$ cat config.mk
export PLATFORM = sky130hd
export DESIGN_NAME = spi_cldac
export DESIGN_NICKNAME = d
export VERILOG_FILES = /design/src/rtl/sdac_pkg.sv /design/src/rtl/sdac_sync.sv /design/src/rtl/sdac_link.sv /design/src/rtl/sdac_regs.sv /design/src/rtl/spi_cldac.sv
export SDC_FILE = /design/constraint.sdc
export NUM_CORES = 1
export LEC_CHECK = 0
export BUFFER_PORTS_ARGS = -buffer_cell sky130_fd_sc_hd__buf_2
export CORE_ASPECT_RATIO = 1.4
export CORE_MARGIN = 2
export CORE_UTILIZATION = 45
export CTS_CLUSTER_DIAMETER = 120
export CTS_CLUSTER_SIZE = 14
export DETAILED_ROUTE_END_ITERATION = 12
export SLEW_MARGIN = 10
export SYNTH_ARGS = -nofsm -noshare
export SYNTH_HDL_FRONTEND = slang
export SYNTH_SLANG_ARGS = --single-unit
$ cat constraint.sdc
create_clock -name clk -period 1.89 [get_ports clk]
set_input_delay 0.189 -clock clk [delete_from_list [all_inputs] [get_ports clk]]
set_output_delay 0.189 -clock clk [all_outputs]
set_load 0.05 [all_outputs]
$ cat src/rtl/sdac_pkg.sv
package sdac_pkg;
    localparam int FRAME_W = 24;
    localparam int DATA_W  = 16;
    localparam int ADDR_W  = 7;
    localparam int COND_W  = 7;
    localparam int CNT_W   = $clog2(FRAME_W) + 1;
    localparam int PAD_W   = FRAME_W - DATA_W;

    typedef enum logic [ADDR_W-1:0] {
        AD_CODE  = 7'd1,
        AD_CTRL  = 7'd2,
        AD_OFFS  = 7'd3,
        AD_GAIN  = 7'd4,
        AD_LOAD  = 7'd5,
        AD_ALARM = 7'd6,
        AD_DFLT  = 7'd7,
        AD_CONV  = 7'd8,
        AD_IDLE  = 7'd9
    } addr_e;

    typedef struct packed {
        logic              rd;
        logic [ADDR_W-1:0] addr;
        logic [DATA_W-1:0] data;
    } frame_t;

    localparam logic [DATA_W-1:0] CTRL_KEEP = 16'h1BC0;
    localparam logic [DATA_W-1:0] OFFS_DEF  = 16'h8000;
    localparam logic [DATA_W-1:0] GAIN_DEF  = 16'hFFFF;

    function automatic logic pin_level(input logic [DATA_W-1:0] status);
        return |status[15:11];
    endfunction
endpackage

$ cat src/rtl/sdac_sync.sv
module sdac_sync #(
    parameter int   STAGES = 2,
    parameter logic INIT   = 1'b0
) (
    input  logic clk,
    input  logic rst,
    input  logic d,
    output logic q
);
    logic [STAGES-1:0] chain;

    always_ff @(posedge clk) begin
        if (rst) chain <= {STAGES{INIT}};
        else     chain <= {chain[STAGES-2:0], d};
    end

    assign q = chain[STAGES-1];
endmodule

$ cat src/rtl/sdac_link.sv
module sdac_link
    import sdac_pkg::*;
(
    input  logic              clk,
    input  logic              rst,
    input  logic              sclk_s,
    input  logic              csn_s,
    input  logic              mosi_s,
    input  logic [DATA_W-1:0] tx_word,
    input  logic              tx_en,
    output logic              frame_start,
    output logic              frame_ok,
    output logic              frame_bad,
    output frame_t            frame_q,
    output logic              miso
);
    logic               sclk_d, csn_d, active;
    logic [CNT_W-1:0]   cnt;
    logic [FRAME_W-1:0] rx_sh, tx_sh;

    wire sclk_rise = sclk_s & ~sclk_d;
    wire sclk_fall = ~sclk_s & sclk_d;
    wire cs_fall   = csn_d & ~csn_s;
    wire cs_rise   = ~csn_d & csn_s;

    always_ff @(posedge clk) begin
        if (rst) begin
            sclk_d      <= 1'b0;
            csn_d       <= 1'b1;
            active      <= 1'b0;
            cnt         <= '0;
            rx_sh       <= '0;
            tx_sh       <= '0;
            frame_start <= 1'b0;
            frame_ok    <= 1'b0;
            frame_bad   <= 1'b0;
        end else begin
            sclk_d      <= sclk_s;
            csn_d       <= csn_s;
            frame_start <= 1'b0;
            frame_ok    <= 1'b0;
            frame_bad   <= 1'b0;
            if (cs_fall) begin
                active      <= 1'b1;
                cnt         <= '0;
                tx_sh       <= tx_en ? {{PAD_W{1'b0}}, tx_word} : '0;
                frame_start <= 1'b1;
            end else if (active) begin
                if (cs_rise) begin
                    active <= 1'b0;
                    if (cnt == CNT_W'(FRAME_W)) frame_ok  <= 1'b1;
                    else                        frame_bad <= 1'b1;
                end else begin
                    if (sclk_rise) begin
                        rx_sh <= {rx_sh[FRAME_W-2:0], mosi_s};
                        if (cnt != {CNT_W{1'b1}}) cnt <= cnt + 1'b1;
                    end
                    if (sclk_fall) tx_sh <= {tx_sh[FRAME_W-2:0], 1'b0};
                end
            end
        end
    end

    assign frame_q = frame_t'(rx_sh);
    assign miso    = active & tx_sh[FRAME_W-1];
endmodule

$ cat src/rtl/sdac_regs.sv
module sdac_regs
    import sdac_pkg::*;
(
    input  logic              clk,
    input  logic              rst,
    input  logic              frame_start,
    input  logic              frame_ok,
    input  logic              frame_bad,
    input  frame_t            frame_q,
    input  logic [COND_W-1:0] fault_cond,
    output logic [DATA_W-1:0] rd_word,
    output logic              rd_valid,
    output logic [DATA_W-1:0] dac_code,
    output logic              fault_o
);
    logic [DATA_W-1:0] code_r, ctrl_r, offs_r, gain_r, status, rd_mux;
    logic [COND_W-1:0] cond_q;
    logic              serr;

    assign status = {serr, cond_q, {(DATA_W-COND_W-1){1'b0}}};

    always_comb begin
        case (frame_q.addr)
            AD_CODE: rd_mux = code_r;
            AD_CTRL: rd_mux = ctrl_r;
            AD_OFFS: rd_mux = offs_r;
            AD_GAIN: rd_mux = gain_r;
            AD_LOAD: rd_mux = status;
            default: rd_mux = '0;
        endcase
    end

    always_ff @(posedge clk) begin
        if (rst) begin
            code_r   <= '0;
            ctrl_r   <= '0;
            offs_r   <= OFFS_DEF;
            gain_r   <= GAIN_DEF;
            dac_code <= '0;
            serr     <= 1'b0;
            cond_q   <= '0;
            rd_word  <= '0;
            rd_valid <= 1'b0;
        end else begin
            cond_q <= fault_cond;
            if (frame_start) rd_valid <= 1'b0;
            if (frame_bad) serr <= 1'b1;
            if (frame_ok) begin
                if (frame_q.rd) begin
                    rd_word  <= rd_mux;
                    rd_valid <= 1'b1;
                    if (frame_q.addr == AD_LOAD) serr <= 1'b0;
                end else begin
                    case (frame_q.addr)
                        AD_CODE: code_r   <= frame_q.data;
                        AD_CTRL: ctrl_r   <= frame_q.data & CTRL_KEEP;
                        AD_OFFS: offs_r   <= frame_q.data;
                        AD_GAIN: gain_r   <= frame_q.data;
                        AD_LOAD: dac_code <= code_r;
                        AD_DFLT: begin
                            code_r   <= '0;
                            ctrl_r   <= '0;
                            offs_r   <= OFFS_DEF;
                            gain_r   <= GAIN_DEF;
                            dac_code <= '0;
                            serr     <= 1'b0;
                        end
                        default: ;
                    endcase
                end
            end
        end
    end

    assign fault_o = pin_level(status);
endmodule

$ cat src/rtl/spi_cldac.sv
module spi_cldac
    import sdac_pkg::*;
#(
    parameter int SYNC_STAGES = 2
) (
    input  logic              clk,
    input  logic              rst,
    input  logic              sclk,
    input  logic              cs_n,
    input  logic              mosi,
    input  logic [COND_W-1:0] fault_cond,
    output logic              miso,
    output logic              fault_o,
    output logic [DATA_W-1:0] dac_code
);
    logic              sclk_s, csn_s, mosi_s;
    logic              frame_start, frame_ok, frame_bad, rd_valid;
    logic [DATA_W-1:0] rd_word;
    frame_t            frame_q;

    sdac_sync #(.STAGES(SYNC_STAGES), .INIT(1'b0)) u_sync_sclk (.clk(clk), .rst(rst), .d(sclk), .q(sclk_s));
    sdac_sync #(.STAGES(SYNC_STAGES), .INIT(1'b1)) u_sync_csn  (.clk(clk), .rst(rst), .d(cs_n), .q(csn_s));
    sdac_sync #(.STAGES(SYNC_STAGES), .INIT(1'b0)) u_sync_mosi (.clk(clk), .rst(rst), .d(mosi), .q(mosi_s));

    sdac_link u_link (
        .clk(clk), .rst(rst), .sclk_s(sclk_s), .csn_s(csn_s), .mosi_s(mosi_s),
        .tx_word(rd_word), .tx_en(rd_valid), .frame_start(frame_start),
        .frame_ok(frame_ok), .frame_bad(frame_bad), .frame_q(frame_q), .miso(miso)
    );

    sdac_regs u_regs (
        .clk(clk), .rst(rst), .frame_start(frame_start), .frame_ok(frame_ok),
        .frame_bad(frame_bad), .frame_q(frame_q), .fault_cond(fault_cond),
        .rd_word(rd_word), .rd_valid(rd_valid), .dac_code(dac_code), .fault_o(fault_o)
    );
endmodule

======== After elaboration in Yosys (flattened, before gate mapping) ========
Index checks and enable logic that the tools add are counted.
cells by class
  add/subtract/negate cells ............... 1
  eq/ne operators ......................... 9
  muxes and demuxes ....................... 25
  bitwise logic cells ..................... 13
  reduce and logical (&&, ||, !) cells .... 19
operator list
  operator               count
  $pmux W16 S2           5
  $mux W24               4
  $pmux W16 S5           1
  $eq A7 B3 Y1 const B   3
  $reduce_and A3 Y1      6
  $mux W16               1
  $eq A7 B2 Y1 const B   2
  $mux W1                14
  $reduce_bool A2 Y1     7
  $not A1 Y1             8
  $reduce_and A4 Y1      2
  $eq A7 B1 Y1 const B   1
  $add A6 B1 Y6 const B  1
  $eq A6 B5 Y1 const B   1
  $ne A6 B6 Y1 const B   1
  $and A1 B1 Y1          5
  $reduce_or A5 Y1       1
  $reduce_or A4 Y1       1
  $ne A2 B1 Y1 const B   1
  $reduce_and A2 Y1      1
  $reduce_or A2 Y1       1
word-level totals
  register bits ........................... 171
  output and inout port bits .............. 18

======== Longest topological paths before layout ========
  depth in word-level cells ............... 6
  gate-level depth with buffers ........... 7
  depth with buffers taken out ............ 6

======== Modules after synthesis ========
Synthesis repeated with hierarchy kept, for this count alone.
second synthesis, totals
  cell total of the unflattened synthesis .. 656
  area, all modules ....................... 6152.2 um2
modules (own cells, without submodules)
  module     instances  cells an instance  area an instance (um2)
  sdac_regs  1          354                3621.0
  sdac_link  1          290                2373.5
  sdac_sync  3          4                  52.6

======== Worst setup path after synthesis ========
OpenSTA, ideal clock, no wires.
  path kind ............................... register -> register
  start point ............................. reg u_link.rx_sh[22] (netlist: u_link.frame_q[22])
  end point ............................... reg u_regs.offs_r[15]
  data arrival time ....................... 1761 ps
  required time ........................... 1770 ps
  setup slack ............................. 10 ps
  cell stages (with the launch flop) ...... 6
  buffers on the path ..................... 2
  path through ............................ dfxtp_1 > or4_4 > buf_6 > or3_4 > buf_6 > a211o_1
on the way
  longest elaborated chain between the ends .. 3
  elaborated cells on any way between the ends .. 5
  those cells by class .................... eq/ne (2); mux (1); reduce/logical (2)
ends and longest elaborated chain
  element                                              RTL line         text
  start, declared                                      sdac_link.sv:19  logic [FRAME_W-1:0] rx_sh, tx_sh;
  start signal, assigned                               sdac_link.sv:55  rx_sh <= {rx_sh[FRAME_W-2:0], mosi_s};
  $eq A7 B2 Y1 / $eq A7 B3 Y1 (equally long branches)  sdac_regs.sv:54  case (frame_q.addr)
  $reduce_bool A2 Y1 (no line)                         -
  $reduce_and A3 Y1 (no line)                          -
  end signal, assigned                                 sdac_regs.sv:57  AD_OFFS: offs_r <= frame_q.data;
  end, declared                                        sdac_regs.sv:16  logic [DATA_W-1:0] code_r, ctrl_r, offs_r, gain_r, status, rd_mux;
Parallel ways exist; a longest one is shown, timed or not.
A chain may end at the register's enable or synchronous reset.

======== Worst setup path after layout ========
  start point ............................. reg u_link.rx_sh[19] (netlist: u_link.frame_q[19])
  end point ............................... reg u_regs.offs_r[8]
The elaborated chain is that of the path after synthesis.

==> implementation parameters <==
Parameter                              Value

Setup path
  Required time of the worst setup path ... 2180 ps
  Crit end category ... flip-flop
  Setup slack on the worst flop-to-flop path ... 60 ps
  CP arrival ... 2120 ps
  CP startpoint kind ... flip-flop
  Worst Setup Path Type ... reg -> reg
  Largest stage delay, worst path ... 570 ps
  R2R Path Start ... u_link.frame_q[19]
  Reg2Reg Capture Point ... u_regs.offs_r[8]
  Max FO, Critical Path ... 7
  Critical-path cell list ... or4_4 > or3_4 > buf_4 > nand2_1 > a21oi_1
  Crit path from ... u_link.frame_q[19]
  Cell with the largest stage delay on the worst path ... or4_4
  R2R depth ... 5
  End point of the critical path ... u_regs.offs_r[8]

Layout
  Final std cell area, no fill ... 7790 um2
  Area growth, synth to finish ... 19.1%
  Ratio of cells with drive above 1 in the final layout ... 15.2%
  Final #Nets ... 792
  Fill cell count ... 1340
  Number of inserted diodes ... 0
  Filler-free cell count of the finished design ... 978

Yosys
  Net count after synthesis ... 752
  Warnings, synthesis ... 0
  Cell type with the largest total area after synthesis ... dfxtp_1
  Dominant cell by count in the synthesized netlist ... dfxtp_1
  Count of flip-flops with a built-in enable after synthesis ... 0
  Post-synthesis area per instance ... 8.88 um2
  Post-synth top flop ... dfxtp_1
  Synthesized-area fraction occupied by xor and xnor cells ... 0.670%
  Count of different cell masters after synthesis ... 54
  Gate count of the mapped netlist ... 736
  Portion of netlist area occupied by mux cells ... 3.67%
  Area share of fa/ha/maj cells after synthesis ... 0.765%
  Combined area of all synthesized cells ... 6540 um2
  Combinational family with the most area after synthesis ... simple AND/OR/NAND/NOR gates
  Cell types occupying the most area after synthesis ... dfxtp_1 (49%), nand2_1 (7.1%), a21oi_1 (5.6%), mux2i_1 (3.7%), nand3b_1 (2.9%)
  Share of flip-flops with an asynchronous set or reset after synthesis ... 0%
  Post-synthesis share of cell area spent on and, or, nand and nor gates ... 22.8%
  Share of synthesized area occupied by flip-flops and latches ... 49.3%
  Top post-synthesis cells by count ... dfxtp_1 (161), nand2_1 (123), a21oi_1 (73)
  Top-area cell type share of the netlist area ... 49.3%
  Fraction of the mapped netlist area in compound gates ... 17.9%
  Flops & latches, synth ... 161

Routing
  Number of design rule violations left after detail routing ... 0
  First-pass detailed-route iteration total ... 5
  Vias ... 5353
  Total wire length after detailed routing ... 15.5 mm
  Number of design-rule violations left by the first detailed-router iteration ... 275
  DR WL/cell ... 15.9 um
  Vias/cell ... 5.47
  Post-route antenna net violation count ... 0

Outcome
  Run status ... complete, no violations

Global route
  First-pass GRT wire length ... 25.4 mm
  Largest net degree at the start of global routing ... 45
  Grt total ovfl ... 0
  Total global-route track usage ... 20.5%
  Antenna violations before repair ... 0
  Vias in the first global route ... 5128

Clocking
  Worst-Skew Late Latency ... 420 ps
  CTS tree ... yes
  Clock transition at the registers of the reported paths ... 60 ps
  Number of buffers inserted during clock tree synthesis ... 17
  H-Tree Level Count ... 4
  Clk sink count ... 161
  Number of setup buffers added after CTS ... 0
  Cell at the root of the clock tree ... clkbuf_16
  Maximum number of buffers from clock root to sink ... 2

Power and ir drop
  Total power ... 7.19 mW
  Pwr Density ... 923 nW/um2
  P_leak ... 2.70 nW
  Peak ir drop on the vdd network ... 0.475 mV

Timing
  Final Skew ... 6.58 ps
  Accumulated negative setup slack ... 0 ps
  Total setup violations reported at the end of the flow ... 0
  Final-report hold violation count ... 0
  Highest clock frequency the design can meet ... 548 MHz
  Count of pins over their slew limit ... 0
  Share of the cycle needed by the critical path after routing ... 96.6%
  Unrepaired setup endpoints after global routing ... no
  Measured slew at the worst slew-check pin ... 511 ps
  Final critical delay including setup and external delays ... 1830 ps
  Worst relative slew slack ... 65.9%

Die
  Width of the die ... 106 um
  Area enclosed by the die boundary ... 15500 um2
  Ports placed on the boundary ... 30
  Core area ... 14300 um2
  Chip height ... 147 um
  Starting density of the core ... 45.7%
  Number of rows created at floorplan ... 52

Placement
  Cell area reported after detailed placement ... 7030 um2
  Cell Count Post-Placement ... 935
  Count of buffers inserted at the top-level ports ... 29
  Placer Congestion ... 0.849
  Detailed-placement wirelength estimate ... 11.1 mm

Min path
  Kind of path behind the tightest hold check ... in -> reg

Flow run
  Number of maximum-capacitance constraint violations ... 0
## per-stage QoR
stage / hold WS (ps) / setup WS (ps) / util, %
after detailed placement: 376 / -1.92 / 49.1
after floorplan: 293 / 9.57 / -
after global placement: 372 / 115 / 49.1
after global routing: 82.4 / 4.95 / 54.4
after CTS: 74.8 / 59.0 / 54.1
final: 86.8 / 63.9 / 54.4
## worst min path at each step
stage | start | to | slack, ps | depth (start not counted)
floorplan | cs_n | u_sync_csn.chain[0] | 290 | 1
global placement | cs_n | u_sync_csn.chain[0] | 370 | 2
detailed placement | cs_n | u_sync_csn.chain[0] | 380 | 2
CTS | rst | u_link.frame_q[5] | 70 | 2
global route | rst | u_link.frame_q[5] | 80 | 2
finish | rst | u_link.frame_q[2] | 90 | 2
## placed cells by master, fill, tap and decap left out, types with 6 or more instances in the layout
master | synthesis | routed
dfxtp_1 | 161 | 161
nand2_1 | 123 | 123
a21oi_1 | 73 | 72
nor2_1 | 46 | 46
nand3_1 | 37 | 37
buf_4 | 0 | 34
buf_2 | 12 | 28
nand3b_1 | 25 | 25
mux2i_1 | 24 | 24
clkbuf_16 | 0 | 18
nor2b_1 | 17 | 17
a311oi_1 | 16 | 16
a221o_1 | 15 | 15
a22o_1 | 15 | 15
nor3_1 | 15 | 14
inv_1 | 10 | 10
dlygate4sd3_1 | 0 | 10
nand2b_1 | 9 | 9
a22oi_1 | 7 | 7
o21ai_0 | 6 | 6
a21boi_0 | 6 | 6
buf_12 | 0 | 6
## logic make-up after synthesis
kind of cell	count (synthesis)
compound gates	169
xor+xnor	5
fa+ha+maj	4
buf+inv	71
flops	161
mux	24
simple gates	302
## worst max-delay path, delay by kind of cell, from the launching register on
family,cells,cell delay [ps]
buf+inv,1,180
flops,1,340
compound gates,1,80
simple gates,3,1100
## power by group
part | internal (mW) | total [mW] | switching (mW)
logic | 0.0802 | 0.203 | 0.123
clock network | 2.16 | 3.54 | 1.38
registers | 3.43 | 3.45 | 0.0178
## what timing repair did
action / CTS / global route
gates cloned: 0 / 1
resized for setup: 1 / 5
setup endpoints to repair: 1 / 7
hold buffers: 10 / 0
hold endpoints to repair: 10 / 0
pin swaps: 0 / 2
## layer usage
metal,up-vias,routed length [um],global-route usage [%]
li1,2676,-,-
met2,91,7780,35.3
met3,20,444,4.06
met1,2566,7020,25.4
met5,-,0,0
met4,0,274,6.91
## cell type report
type | instances | area [um2] | share of cell area (%)
Timing Repair Buffer | 81 | 663 | 8.52
Multi-Input combinational cell | 504 | 3010 | 38.7
Clock buffer | 21 | 460 | 5.91
Sequential cell | 161 | 3220 | 41.4
Tap cell | 189 | 236 | 3.04
Clock inverter | 11 | 153 | 1.96
Inverter | 11 | 41.3 | 0.530
## registers in the layout, summed over array words and instances (netlist names), 2 cells and up
name and flops:
u_link.frame_q 24, u_link.tx_sh 24, u_regs.code_r 16, u_regs.dac_code 16, u_regs.gain_r 16, u_regs.offs_r 16
u_regs.rd_word 16, u_regs.cond_q 7, u_link.cnt 6, u_regs.ctrl_r 6, u_sync_csn.chain 2, u_sync_mosi.chain 2
u_sync_sclk.chain 2
Power figures use the tool's default switching activity.
